<file path="src/rtl/lnevt_pkg.sv">
package lnevt_pkg;

   // control word layout (fields decoded by software, positions fixed)
   localparam int GRP_LSB  = 24;
   localparam int EVT_LSB  = 16;
   localparam int LANE_LSB = 8;
   localparam int STAT_BIT = 7;
   localparam int EN_LSB   = 2;
   localparam int CLR_LSB  = 0;

   localparam int GRP_W  = 4;
   localparam int EVT_W  = 8;
   localparam int LANE_W = 4;
   localparam int EN_W   = 3;
   localparam int CLR_W  = 2;

   localparam int CTL_OFS = 'h8;
   localparam int DAT_OFS = 'hC;

   localparam logic [EN_W-1:0]  EN_ON   = 3'h3;
   localparam logic [EN_W-1:0]  EN_OFF  = 3'h1;
   localparam logic [CLR_W-1:0] CLR_GO  = 2'h1;

   typedef struct packed {
      logic [GRP_W-1:0]  grp;
      logic [EVT_W-1:0]  evt;
      logic [LANE_W-1:0] lane;
   } lnevt_sel_t;

endpackage

</file>
<file path="src/rtl/lnevt_regs.sv">
module lnevt_regs
   import lnevt_pkg::*;
#(
   parameter int ADDR_W = 8,
   parameter int CNT_W  = 32
)(
   input  logic              clk,
   input  logic              rst_n,
   input  logic              wr,
   input  logic [ADDR_W-1:0] addr,
   input  logic [31:0]       wdata,
   input  logic [CNT_W-1:0]  cnt,
   output lnevt_sel_t        sel,
   output logic              en,
   output logic              clr,
   output logic [31:0]       rdata
);

   localparam logic [ADDR_W-1:0] A_CTL = ADDR_W'(CTL_OFS);
   localparam logic [ADDR_W-1:0] A_DAT = ADDR_W'(DAT_OFS);

   logic              ctl_wr;
   logic [EN_W-1:0]   en_code;
   logic [CLR_W-1:0]  clr_code;

   assign ctl_wr   = wr && (addr == A_CTL);
   assign en_code  = wdata[EN_LSB +: EN_W];
   assign clr_code = wdata[CLR_LSB +: CLR_W];

   always_ff @(posedge clk) begin
      if (!rst_n) begin
         sel <= '0;
         en  <= 1'b0;
         clr <= 1'b0;
      end else begin
         clr <= ctl_wr && (clr_code == CLR_GO);
         if (ctl_wr) begin
            sel.grp  <= wdata[GRP_LSB +: GRP_W];
            sel.evt  <= wdata[EVT_LSB +: EVT_W];
            sel.lane <= wdata[LANE_LSB +: LANE_W];
            if (en_code == EN_ON)
               en <= 1'b1;
            else if (en_code == EN_OFF)
               en <= 1'b0;
         end
      end
   end

   always_comb begin
      rdata = '0;
      if (addr == A_CTL) begin
         rdata[GRP_LSB +: GRP_W]   = sel.grp;
         rdata[EVT_LSB +: EVT_W]   = sel.evt;
         rdata[LANE_LSB +: LANE_W] = sel.lane;
         rdata[STAT_BIT]           = en;
         rdata[EN_LSB +: EN_W]     = en ? EN_ON : EN_OFF;
         rdata[CLR_LSB +: CLR_W]   = clr ? CLR_GO : '0;
      end else if (addr == A_DAT) begin
         rdata = 32'(cnt);
      end
   end

endmodule

</file>
<file path="src/rtl/lnevt_route.sv">
module lnevt_route
   import lnevt_pkg::*;
#(
   parameter int NUM_LANES = 4,
   parameter int NUM_GRP   = 2,
   parameter int NUM_EVT   = 4
)(
   input  logic [NUM_LANES*NUM_GRP*NUM_EVT-1:0] evt_stb,
   input  lnevt_sel_t                           sel,
   output logic                                 hit
);

   localparam int PER_LANE  = NUM_GRP * NUM_EVT;
   localparam int LANE_SLOT = 1 << LANE_W;

   logic                 src_ok;
   int                   src_idx;
   logic [LANE_SLOT-1:0] lane_hit;

   always_comb begin
      src_ok  = (int'(sel.grp) < NUM_GRP) && (int'(sel.evt) < NUM_EVT);
      src_idx = src_ok ? (int'(sel.grp) * NUM_EVT + int'(sel.evt)) : 0;
   end

   for (genvar l = 0; l < LANE_SLOT; l++) begin : g_lane
      if (l < NUM_LANES) begin : g_real
         logic [PER_LANE-1:0] vec;
         assign vec         = evt_stb[l*PER_LANE +: PER_LANE];
         assign lane_hit[l] = src_ok && vec[src_idx];
      end else begin : g_pad
         assign lane_hit[l] = 1'b0;
      end
   end

   assign hit = lane_hit[sel.lane];

endmodule

</file>
<file path="src/rtl/lnevt_acc.sv">
module lnevt_acc #(
   parameter int CNT_W = 32
)(
   input  logic             clk,
   input  logic             rst_n,
   input  logic             clr,
   input  logic             en,
   input  logic             inc,
   output logic [CNT_W-1:0] cnt
);

   always_ff @(posedge clk) begin
      if (!rst_n)
         cnt <= '0;
      else if (clr)
         cnt <= '0;
      else if (en && inc)
         cnt <= cnt + CNT_W'(1);
   end

endmodule

</file>
<file path="src/rtl/lnevt_cnt.sv">
module lnevt_cnt
   import lnevt_pkg::*;
#(
   parameter int NUM_LANES = 4,
   parameter int NUM_GRP   = 2,
   parameter int NUM_EVT   = 4,
   parameter int CNT_W     = 32,
   parameter int ADDR_W    = 8
)(
   input  logic                                 clk,
   input  logic                                 rst_n,
   input  logic                                 reg_wr,
   input  logic [ADDR_W-1:0]                    reg_addr,
   input  logic [31:0]                          reg_wdata,
   output logic [31:0]                          reg_rdata,
   input  logic [NUM_LANES*NUM_GRP*NUM_EVT-1:0] evt_stb
);

   if (NUM_LANES < 1 || NUM_LANES > (1 << LANE_W)) begin : g_bad_lanes
      $error("lnevt_cnt: NUM_LANES out of range");
   end
   if (NUM_GRP < 1 || NUM_GRP > 8) begin : g_bad_grp
      $error("lnevt_cnt: NUM_GRP out of range");
   end
   if (NUM_EVT < 1 || NUM_EVT > (1 << EVT_W)) begin : g_bad_evt
      $error("lnevt_cnt: NUM_EVT out of range");
   end
   if (CNT_W < 2 || CNT_W > 32) begin : g_bad_cnt
      $error("lnevt_cnt: CNT_W out of range");
   end
   if (ADDR_W < 4) begin : g_bad_addr
      $error("lnevt_cnt: ADDR_W too narrow for register offsets");
   end

   lnevt_sel_t       sel_q;
   logic             en_q;
   logic             clr_q;
   logic             hit;
   logic [CNT_W-1:0] cnt_q;

   lnevt_regs #(.ADDR_W(ADDR_W), .CNT_W(CNT_W)) u_regs (
      .clk   (clk),
      .rst_n (rst_n),
      .wr    (reg_wr),
      .addr  (reg_addr),
      .wdata (reg_wdata),
      .cnt   (cnt_q),
      .sel   (sel_q),
      .en    (en_q),
      .clr   (clr_q),
      .rdata (reg_rdata)
   );

   lnevt_route #(.NUM_LANES(NUM_LANES), .NUM_GRP(NUM_GRP), .NUM_EVT(NUM_EVT)) u_route (
      .evt_stb (evt_stb),
      .sel     (sel_q),
      .hit     (hit)
   );

   lnevt_acc #(.CNT_W(CNT_W)) u_acc (
      .clk   (clk),
      .rst_n (rst_n),
      .clr   (clr_q),
      .en    (en_q),
      .inc   (hit),
      .cnt   (cnt_q)
   );

endmodule

</file>
<file path="config.mk">
export PLATFORM = sky130hd
export DESIGN_NAME = lnevt_cnt
export DESIGN_NICKNAME = d
export VERILOG_FILES = /design/src/rtl/lnevt_pkg.sv /design/src/rtl/lnevt_regs.sv /design/src/rtl/lnevt_route.sv /design/src/rtl/lnevt_acc.sv /design/src/rtl/lnevt_cnt.sv
export SDC_FILE = /design/constraint.sdc
export NUM_CORES = 1
export LEC_CHECK = 0
export ABC_AREA = 1
export BUFFER_PORTS_ARGS = -buffer_cell sky130_fd_sc_hd__buf_2
export CORE_UTILIZATION = 48
export CTS_BUF_LIST = sky130_fd_sc_hd__clkbuf_8
export DETAILED_ROUTE_END_ITERATION = 10
export PLACE_DENSITY = 0.75
export SYNTH_ARGS = -nofsm -noshare
export SYNTH_HDL_FRONTEND = slang
export SYNTH_SLANG_ARGS = --single-unit
</file>
<file path="constraint.sdc">
create_clock -name clk -period 1.8 [get_ports clk]
set_input_delay 0.18 -clock clk [delete_from_list [all_inputs] [get_ports clk]]
set_output_delay 0.18 -clock clk [all_outputs]
set_load 0.005 [all_outputs]
</file>
Word level (Yosys, flattened, before mapping). Index checks and enable logic that the tools add are counted.

Register bits: 50. Bits of input ports: 75. Logic and storage cells: 55.

Add/sub/neg operators: 2. Order comparisons: 4. Equal/unequal tests: 5. Mux-type cells: 26. Bitwise gates (word level): 1. Reductions and logical operators: 11.

Operators by type and width (count): 32-bit 2-to-1 mux (2); 32-bit by 1-bit adder with 32-bit output, second input constant (1); 32-bit by 5-bit < comparator with 1-bit output, second input constant (1); 8-bit by 4-bit equality test with 1-bit output, second input constant (2); 1-bit binary-select mux with 3-bit select (4); 1-bit 2-to-1 mux (12); 12-bit 2-to-1 mux (1); 5-bit 2-to-1 mux (2); 6-bit by 8-bit adder with 9-bit output (1); 1-bit logical AND (8); 8-bit by 3-bit < comparator with 1-bit output, second input constant (1); 4-bit 2-to-1 mux (2); 4-bit by 5-bit < comparator with 1-bit output, second input constant (1); 1-bit binary-select mux with 4-bit select (1); 4-bit by 2-bit < comparator with 1-bit output, second input constant (1); 2-bit 2-to-1 mux (2); 3-bit by 1-bit equality test with 1-bit output, second input constant (1); 3-bit by 2-bit equality test with 1-bit output, second input constant (1); 2-bit by 1-bit equality test with 1-bit output, second input constant (1); 2-bit AND reduction (1); 2-bit nonzero test (1); 2-bit OR reduction (1); 1-bit inverter (1).

Depth between registers and ports, before layout. Gate-level depths: netlist (run 1).

Depth after elaboration: 10. Depth in mapped cells: 16. Depth with buffers taken out: 15.

Hierarchy. A second synthesis (run 1) with hierarchy kept.

Cell total of the unflattened synthesis: 557. Area, all modules: 3331.9 um2.

By module, submodules not included: lnevt_acc (times used 1, cells an instance 289, area an instance 1770.4 um2, seq. area each 640.6 um2); lnevt_regs (times used 1, cells an instance 185, area an instance 1107.3 um2, seq. area each 360.3 um2); lnevt_route (times used 1, cells an instance 83, area an instance 454.2 um2, seq. area each 0.0 um2).

Worst setup path after synthesis (run 1). OpenSTA, ideal clock, no wires.

Path type: register -> register. Start point: register u_regs.sel[6] (netlist name). End point: register u_acc.cnt[17]. Library setup time: 0.110 ns. Data arrival time: 1.767 ns. Data required time: 1.690 ns. Setup slack: -0.077 ns. Stages on the path, launching flop included: 11. Path buffers: 2. Cells stage by stage: dfxtp_1 inv_2 nand2_1 nor2_4 buf_2 nand2_1 nor4_4 clkbuf_1 nand4_1 nand2_1 nor2_1.

Cells in the longest elaborated chain, start to end: 10. Elaborated cells on any way between the ends: 23. Classes of those cells: 1 x add/sub; 1 x order compare; 15 x mux; 6 x reduce/logical.

RTL lines: 8-bit by 3-bit < comparator with 1-bit output (line lnevt_route.sv:21) `src_ok = (int'(sel.grp) < NUM_GRP) && (int'(sel.evt) < NUM_EVT);`; 1-bit logical AND (line lnevt_route.sv:21); 32-bit 2-to-1 mux (line lnevt_route.sv:22) `src_idx = src_ok ? (int'(sel.grp) * NUM_EVT + int'(sel.evt)) : 0;`; 1-bit binary-select mux with 3-bit select (line lnevt_route.sv:29) `assign lane_hit[l] = src_ok && vec[src_idx];`; 1-bit 2-to-1 mux (implied by the code) (2 in series) (line lnevt_route.sv:29); 1-bit logical AND (line lnevt_route.sv:29); 1-bit binary-select mux with 4-bit select (*) (line lnevt_route.sv:35) `assign hit = lane_hit[sel.lane];`; 1-bit 2-to-1 mux (implied by the code) (*) (line lnevt_route.sv:35); 1-bit logical AND (*) (line lnevt_acc.sv:17) `else if (en && inc)`; end signal: assignment (line lnevt_acc.sv:18) `cnt <= cnt + CNT_W'(1);`; end: declaration (line lnevt_acc.sv:9) `output logic [CNT_W-1:0] cnt`.

Every way passes the cells marked *; elsewhere a longest branch is shown, timed or not. The select of a mux whose other input is x is not followed. A chain may end at the register's enable or synchronous reset.

Final worst setup path (run 1).
Start point: register u_regs.sel[8] (netlist name). End point: register u_acc.cnt[19].

Cells in the longest elaborated chain, start to end: 10. Elaborated cells on any way between the ends: 22. Classes of those cells: 1 x order compare; 15 x mux; 6 x reduce/logical.

RTL lines (line): 8-bit by 3-bit < comparator with 1-bit output (*) (lnevt_route.sv:21); 1-bit logical AND (*) (lnevt_route.sv:21); 32-bit 2-to-1 mux (lnevt_route.sv:22); 1-bit binary-select mux with 3-bit select (lnevt_route.sv:29); 1-bit 2-to-1 mux (implied by the code) (2 in series) (lnevt_route.sv:29); 1-bit logical AND (lnevt_route.sv:29); 1-bit binary-select mux with 4-bit select (*) (lnevt_route.sv:35); 1-bit 2-to-1 mux (implied by the code) (*) (lnevt_route.sv:35); 1-bit logical AND (*) (lnevt_acc.sv:17).

Marked as above.

==> results.py, run 1 <==
metrics = {
    "run_status": {
        "outcome": "complete, but fails checks",
        "failed_checks": "negative setup slack",
    },
    "clocking": {
        "cts_tree": "yes",
        "clk_pin_slew_ps": 100,
        "root_buffer": "clkbuf_8",
        "ctsHtreeMaxLevel": 2,
        "cts.path.max_buffers": 2,
        "clk_latency_ps": 310,
        "cts_sinks": 50,
        "cts_buffers": 5,
    },
    "sta": {
        "hold_viol": 0,
        "fin_tns_setup_ps": -9010,
        "slew_headroom_pct": 75.5,
        "finalSetupViolCount": 32,
        "fmax_mhz": 472,
        "worst_slew_pin_slew_ps": 365,
        "period_needed_ps": 2120,
        "fin_worst_skew_ps": 6.39,
        "finalMaxSlewViolations": 0,
        "grt_setup_unrepaired": "true",
        "setup_ws_ps": -321,
        "finalCritPeriodShare_pct": 118,
    },
    "routing": {
        "wirelength_um": 10700,
        "dr.pass1.iters": 8,
        "wire_per_inst_um": 13.5,
        "vias": 4214,
        "post-route-drc-count": 0,
        "drt_iter0_markers": 403,
        "ant_nets": 0,
        "via_per_inst": 5.32,
    },
    "global_routing": {
        "grt_pass1_wl_um": 16500,
        "use_met1_pct": 34.6,
        "grt_overflow": 0,
        "grt_max_degree": 33,
        "use_met2_pct": 49.5,
        "grt-busiest-layer": "met2",
        "antenna_found_initial": 0,
        "grt_pass1_vias": 3798,
        "grt_usage_pct": 27.5,
        "gr-usage-met3_pct": 3.37,
    },
    "die": {
        "die_w_um": 85.8,
        "die_h_um": 85.8,
        "coreArea_um2": 6790,
        "ioPinCount": 107,
        "fp.dieArea_um2": 7370,
        "initial_core_util_pct": 49.7,
        "rows": 30,
    },
    "cells_and_area": {
        "diodes": 0,
        "nets": 771,
        "design_area_um2": 4670,
        "fin_cells": 792,
        "syn2layout_area_growth_pct": 38.6,
        "final_common_cell": "nand2_1",
        "final_cell_mix": "99 x nand2_1, 95 x buf_2, 86 x inv_1, 82 x nor2_1, 53 x nand3_1",
        "drive_gt1_share_pct": 31.8,
        "fill_cells": 606,
    },
    "job": {
        "max_cap_viol_count": 0,
    },
    "power": {
        "p_per_area_nw_per_um2": 464,
        "p_leak_uw": 0.00211,
        "vdd_drop_max_uv": 296,
    },
    "worst_setup_path": {
        "reg2reg_from": "u_regs.sel[8]$_SDFFE_PN0P_",
        "critPathKind": "reg -> reg",
        "startpoint_type": "flop",
        "reg2reg_to": "u_acc.cnt[19]$_SDFFE_PP0P_",
        "crit_arrival_ps": 2340,
        "rr_worst_depth": 17,
        "cp-end-kind": "flop",
        "critPathMaxFanout": 14,
        "required_ps": 2020,
        "reg2reg_slack_ps": -320,
    },
    "min_path": {
        "holdPathEnd": "u_regs.clr$_SDFF_PN0_",
        "hold_class": "in -> reg",
        "min_delay_path_depth": 2,
        "hold_start": "reg_wdata[1]",
    },
    "yosys": {
        "syn-cell-area_um2": 3370,
        "ys_types": 30,
        "yosys_warnings": 0,
        "synth-seq-area-share_pct": 29.7,
        "synth.ff_latch_count": 50,
        "syn-num-nets": 635,
        "netlist_instances": 559,
        "avgSynthCellArea_um2": 6.03,
    },
    "place": {
        "numPortBuffers": 95,
        "post-place-cells": 776,
        "place_ws_ps": -339,
        "gp_congestion": 0.878,
        "postPlaceCellArea_um2": 4270,
        "dp_hpwl_um": 7510,
    },
}
==> worst max-delay path: stages, from the launching register on <==
cell and delay, ps:
dfxtp_2 340, nor2_2 110, nand2_2 70, nor2_4 160, buf_12 140, buf_12 90
nand3_4 120, nand2_1 110, nand3_2 80, nand3_2 70, nand3_2 80, nand3_2 110
nand2_4 120, clkbuf_16 200, nand3_1 70, nand2_1 60, inv_1 60, nor2_1 40
==> per-layer routing <==
metal / vias to the layer above / wire, µm
met5: - / 0
met4: 0 / 145
met3: 16 / 705
met2: 173 / 5340
met1: 1930 / 4510
li1: 2095 / -
==> final cells by class <==
class | instances | area [µm²] | share of cell area, %
repair buffers | 154 | 1020 | 21.8
inverters | 90 | 340 | 7.28
well taps | 96 | 120 | 2.57
clock inverters | 3 | 45.0 | 0.964
multi-input cells | 394 | 2070 | 44.4
flip-flops and latches | 50 | 1010 | 21.5
clock buffers | 5 | 68.8 | 1.47
==> cells by family (layout without fill, tap and decap cells) <==
group	after synthesis	in the layout	synth area share (%)
AO/OA/AOI/OAI	55	55	8.53
adder cells (fa/ha/maj)	1	1	0.371
flip-flops	50	50	29.7
buffers and inverters	116	252	14.2
AND/OR/NAND/NOR	336	337	46.8
XOR/XNOR	1	1	0.482
==> cell usage after synthesis (all sizes together) <==
library cell | instances | share of area, %
nand4 | 43 | 8.0
a21boi | 1 | 0.22
a21oi | 12 | 1.8
xnor2 | 1 | 0.48
a211oi | 1 | 0.22
clkbuf | 12 | 1.3
clkinv | 1 | 0.11
o22ai | 6 | 1.1
nand3b | 3 | 0.67
nand2 | 109 | 12
ha | 1 | 0.37
o21ai | 35 | 5.2
nor3 | 14 | 2.4
inv | 89 | 9.9
nand3 | 69 | 11
nor4 | 4 | 1.6
nor2 | 94 | 11
dfxtp | 50 | 30
buf | 14 | 2.8
==> what timing repair did <==
item	in CTS	in global routing
gates cloned	0	4
setup endpoints to repair	32	41
gates resized for setup	9	36
buffers inserted	2	2
pin swaps	2	2
hold buffers	0	0
==> flip-flops by register name (all words and copies together), names as in the netlist <==
register    count
u_acc.cnt      32
u_regs.sel     16
u_regs.clr      1
u_regs.en       1
==> stage by stage <==
stage                     power (µW)  utilization, %  hold slack (ps)
after floorplan                 1230               -              257
after global placement          1320            62.8              357
after detailed placement        1320            62.8              359
after CTS                       2130            65.1             27.6
after global routing            2230            68.8             23.7
final                           2170            68.8             27.1
==> report_power, final <==
part	total, µW	leakage [µW]	switching [µW]	internal, µW
Sequential	1110	0.000405	0.971	1110
Combinational	230	0.00165	117	112
Clock	833	0.0000504	419	414
==> worst max path at each step <==
stage | endpoint | slack (ps) | start | cells past startpoint
3_5_place_dp | u_acc.cnt[4]$_SDFFE_PP0P_ | -340 | u_regs.sel[8]$_SDFFE_PN0P_ | 14
5_1_grt | u_acc.cnt[21]$_SDFFE_PP0P_ | -450 | u_regs.sel[8]$_SDFFE_PN0P_ | 15
2_1_floorplan | u_acc.cnt[1]$_SDFFE_PP0P_ | -20 | u_regs.sel[11]$_SDFFE_PN0P_ | 14
6_report | u_acc.cnt[19]$_SDFFE_PP0P_ | -320 | u_regs.sel[8]$_SDFFE_PN0P_ | 17
4_1_cts | u_acc.cnt[4]$_SDFFE_PP0P_ | -230 | u_regs.sel[8]$_SDFFE_PN0P_ | 14
3_3_place_gp | u_acc.cnt[8]$_SDFFE_PP0P_ | -230 | u_regs.sel[11]$_SDFFE_PN0P_ | 14
No activity file was read; power rests on OpenSTA's default activity.
==> run 2: changes to the inputs <==
CORE_ASPECT_RATIO = 2   (was not set)
==> run 2 against run 1 <==
  * Cell area rose by 5.6%
  * Critical path type unchanged
  * Maximum frequency increased by 1.1%
  * Hold slack got worse by 17 ps
  * Non-clock buffer count rose by 22
  * The run still ends with negative setup slack left
  * First-iteration DRC count down 27%
  * Combinational power increased by 9.1%
  * Sequential share of layout area shrank 0.96 points
  * Cell count up 1.6%
==> results.py, run 2 (synthesis gave the netlist of run 1 again) <==
metrics = {
    "sta": {
        "period_needed_ps": 2100,
        "worst_slew_pin_slew_ps": 426,
        "setup_ws_ps": -298,
        "finalSetupViolCount": 32,
        "finalCritPeriodShare_pct": 117,
        "grt_setup_unrepaired": "true",
        "fmax_mhz": 477,
        "timing.hold.ws_ps": 10.3,
        "finalMaxSlewViolations": 0,
        "hold_viol": 0,
        "fin_worst_skew_ps": 12.9,
        "slew_headroom_pct": 71.4,
    },
    "place": {
        "post-place-cells": 781,
        "postPlaceCellArea_um2": 4380,
        "dp_hpwl_um": 8270,
        "numPortBuffers": 95,
        "gp_congestion": 0.951,
    },
    "cells_and_area": {
        "syn2layout_area_growth_pct": 46.3,
        "largest_reg_flops": 32,
        "top_register": "u_acc.cnt",
        "reg_top3": "u_acc.cnt x32, u_regs.sel x16",
        "fin_cells": 805,
        "diodes": 0,
        "design_area_um2": 4940,
        "nets": 792,
        "final_common_cell": "buf_2",
        "final_cell_mix": "97 x buf_2, 95 x nand2_1, 87 x inv_1, 78 x nor2_1, 63 x buf_4",
        "fill_cells": 564,
        "drive_gt1_share_pct": 35.4,
    },
    "routing": {
        "wirelength_um": 12100,
        "wire_per_inst_um": 15.0,
        "vias": 4425,
        "post-route-drc-count": 0,
        "dr.pass1.iters": 5,
        "via_per_inst": 5.50,
        "drt_iter0_markers": 296,
        "ant_nets": 0,
    },
    "worst_setup_path": {
        "crit_arrival_ps": 2360,
        "crit_slowest_cell": "dfxtp_2",
        "required_ps": 2060,
        "critPathMaxFanout": 7,
        "critPathKind": "reg -> reg",
        "cp_top_family": "simple AND/OR/NAND/NOR gates",
        "max_stage_delay_ps": 330,
        "startpoint_type": "flop",
        "path_buf_inv": 3,
        "cp_cell_sequence": "nor2_2 > nand2_2 > nor2_4 > buf_12 > nand3_4 > clkinvlp_4 > nand3_1 > nand3_1 > nand3_2 > nand3_4 > nand2_8 > clkbuf_16 > nand3b_1 > nand2_1 > nor2_2",
        "cp-end-kind": "flop",
    },
    "global_routing": {
        "grt_overflow": 0,
        "grt_usage_pct": 32.9,
        "grt_pass1_wl_um": 18100,
        "antenna_found_initial": 0,
        "grt_pass1_vias": 4109,
        "grt_max_degree": 33,
    },
    "clocking": {
        "cts_buffers": 5,
        "cts.path.max_buffers": 2,
        "ctsHtreeMaxLevel": 2,
        "root_buffer": "clkbuf_8",
        "clk_pin_slew_ps": 100,
        "clk_latency_ps": 320,
        "cts_sinks": 50,
        "cts_tree": "yes",
    },
    "die": {
        "initial_core_util_pct": 50.1,
        "die_h_um": 121,
        "die_w_um": 61.3,
        "ioPinCount": 107,
        "rows": 42,
        "fp.dieArea_um2": 7390,
        "coreArea_um2": 6730,
    },
    "power": {
        "p_per_area_nw_per_um2": 419,
        "p_leak_uw": 0.00222,
        "vdd_drop_max_uv": 382,
        "total_power_uw": 2070,
    },
    "min_path": {
        "hold_class": "in -> reg",
    },
    "job": {
        "max_cap_viol_count": 0,
    },
    "run_status": {
        "outcome": "complete, but fails checks",
        "failed_checks": "negative setup slack",
    },
}
[run 2: changes by cell type in the layout (fill, tap and decap cells not counted), sizes merged]
cell,change
buf,+22
bufinv,-1
clkbuf,+1
clkinv,+1
clkinvlp,-1
nand3,-1
[run 2: final timing paths]
check / from / cells after the start / endpoint / slack (ps)
worst min register to register: u_regs.sel[5]$_SDFFE_PN0P_ / 2 / u_regs.sel[5]$_SDFFE_PN0P_ / 520
worst max register to register: u_regs.sel[9]$_SDFFE_PN0P_ / 15 / u_acc.cnt[22]$_SDFFE_PP0P_ / -300
worst max-delay path: u_regs.sel[9]$_SDFFE_PN0P_ / 15 / u_acc.cnt[22]$_SDFFE_PP0P_ / -300
worst min-delay path: reg_wdata[1] / 2 / u_regs.clr$_SDFF_PN0_ / 10
[run 2: power by group]
part           switching (µW)  leakage [µW]  internal, µW  total, µW
clock network             407     0.0000524           306        713
logic                     127       0.00176           125        251
registers               0.959      0.000406          1100       1100
[run 2: per-layer routing]
layer,vias up,track usage [%],share of wire (%)
li1,2135,-,-
met1,2008,31.9,35
met2,224,55.4,52
met3,58,10.1,6.8
met4,0,24.0,6.1
met5,-,0,0
[run 2: through the flow]
| step | setup WS (ps) | utilization [%] | setup TNS (ps) |
|---|---|---|---|
| 2_1_floorplan | -24.3 | - | -573 |
| 3_3_place_gp | -224 | 65.1 | -6540 |
| 3_5_place_dp | -286 | 65.1 | -8380 |
| 4_1_cts | -243 | 68.6 | -6700 |
| 5_1_grt | -476 | 73.4 | -13460 |
| 6_report | -298 | 73.4 | -8000 |
[run 2: area by class of cell]
class	instances	area, µm²	share of cell area, %
Timing Repair Buffer	176	1230	24.9
Inverter	90	342	6.92
Multi-Input combinational cell	393	2150	43.5
Tap cell	88	110	2.23
Sequential cell	50	1020	20.6
Clock inverter	2	8.76	0.177
Clock buffer	6	82.6	1.67
[run 2: what timing repair did]
action / CTS / global route
hold buffers: 0 / 0
pin swaps: 4 / 35
setup buffers: 5 / 7
setup endpoints to repair: 32 / 36
gates resized for setup: 19 / 55
cloned: 2 / 2
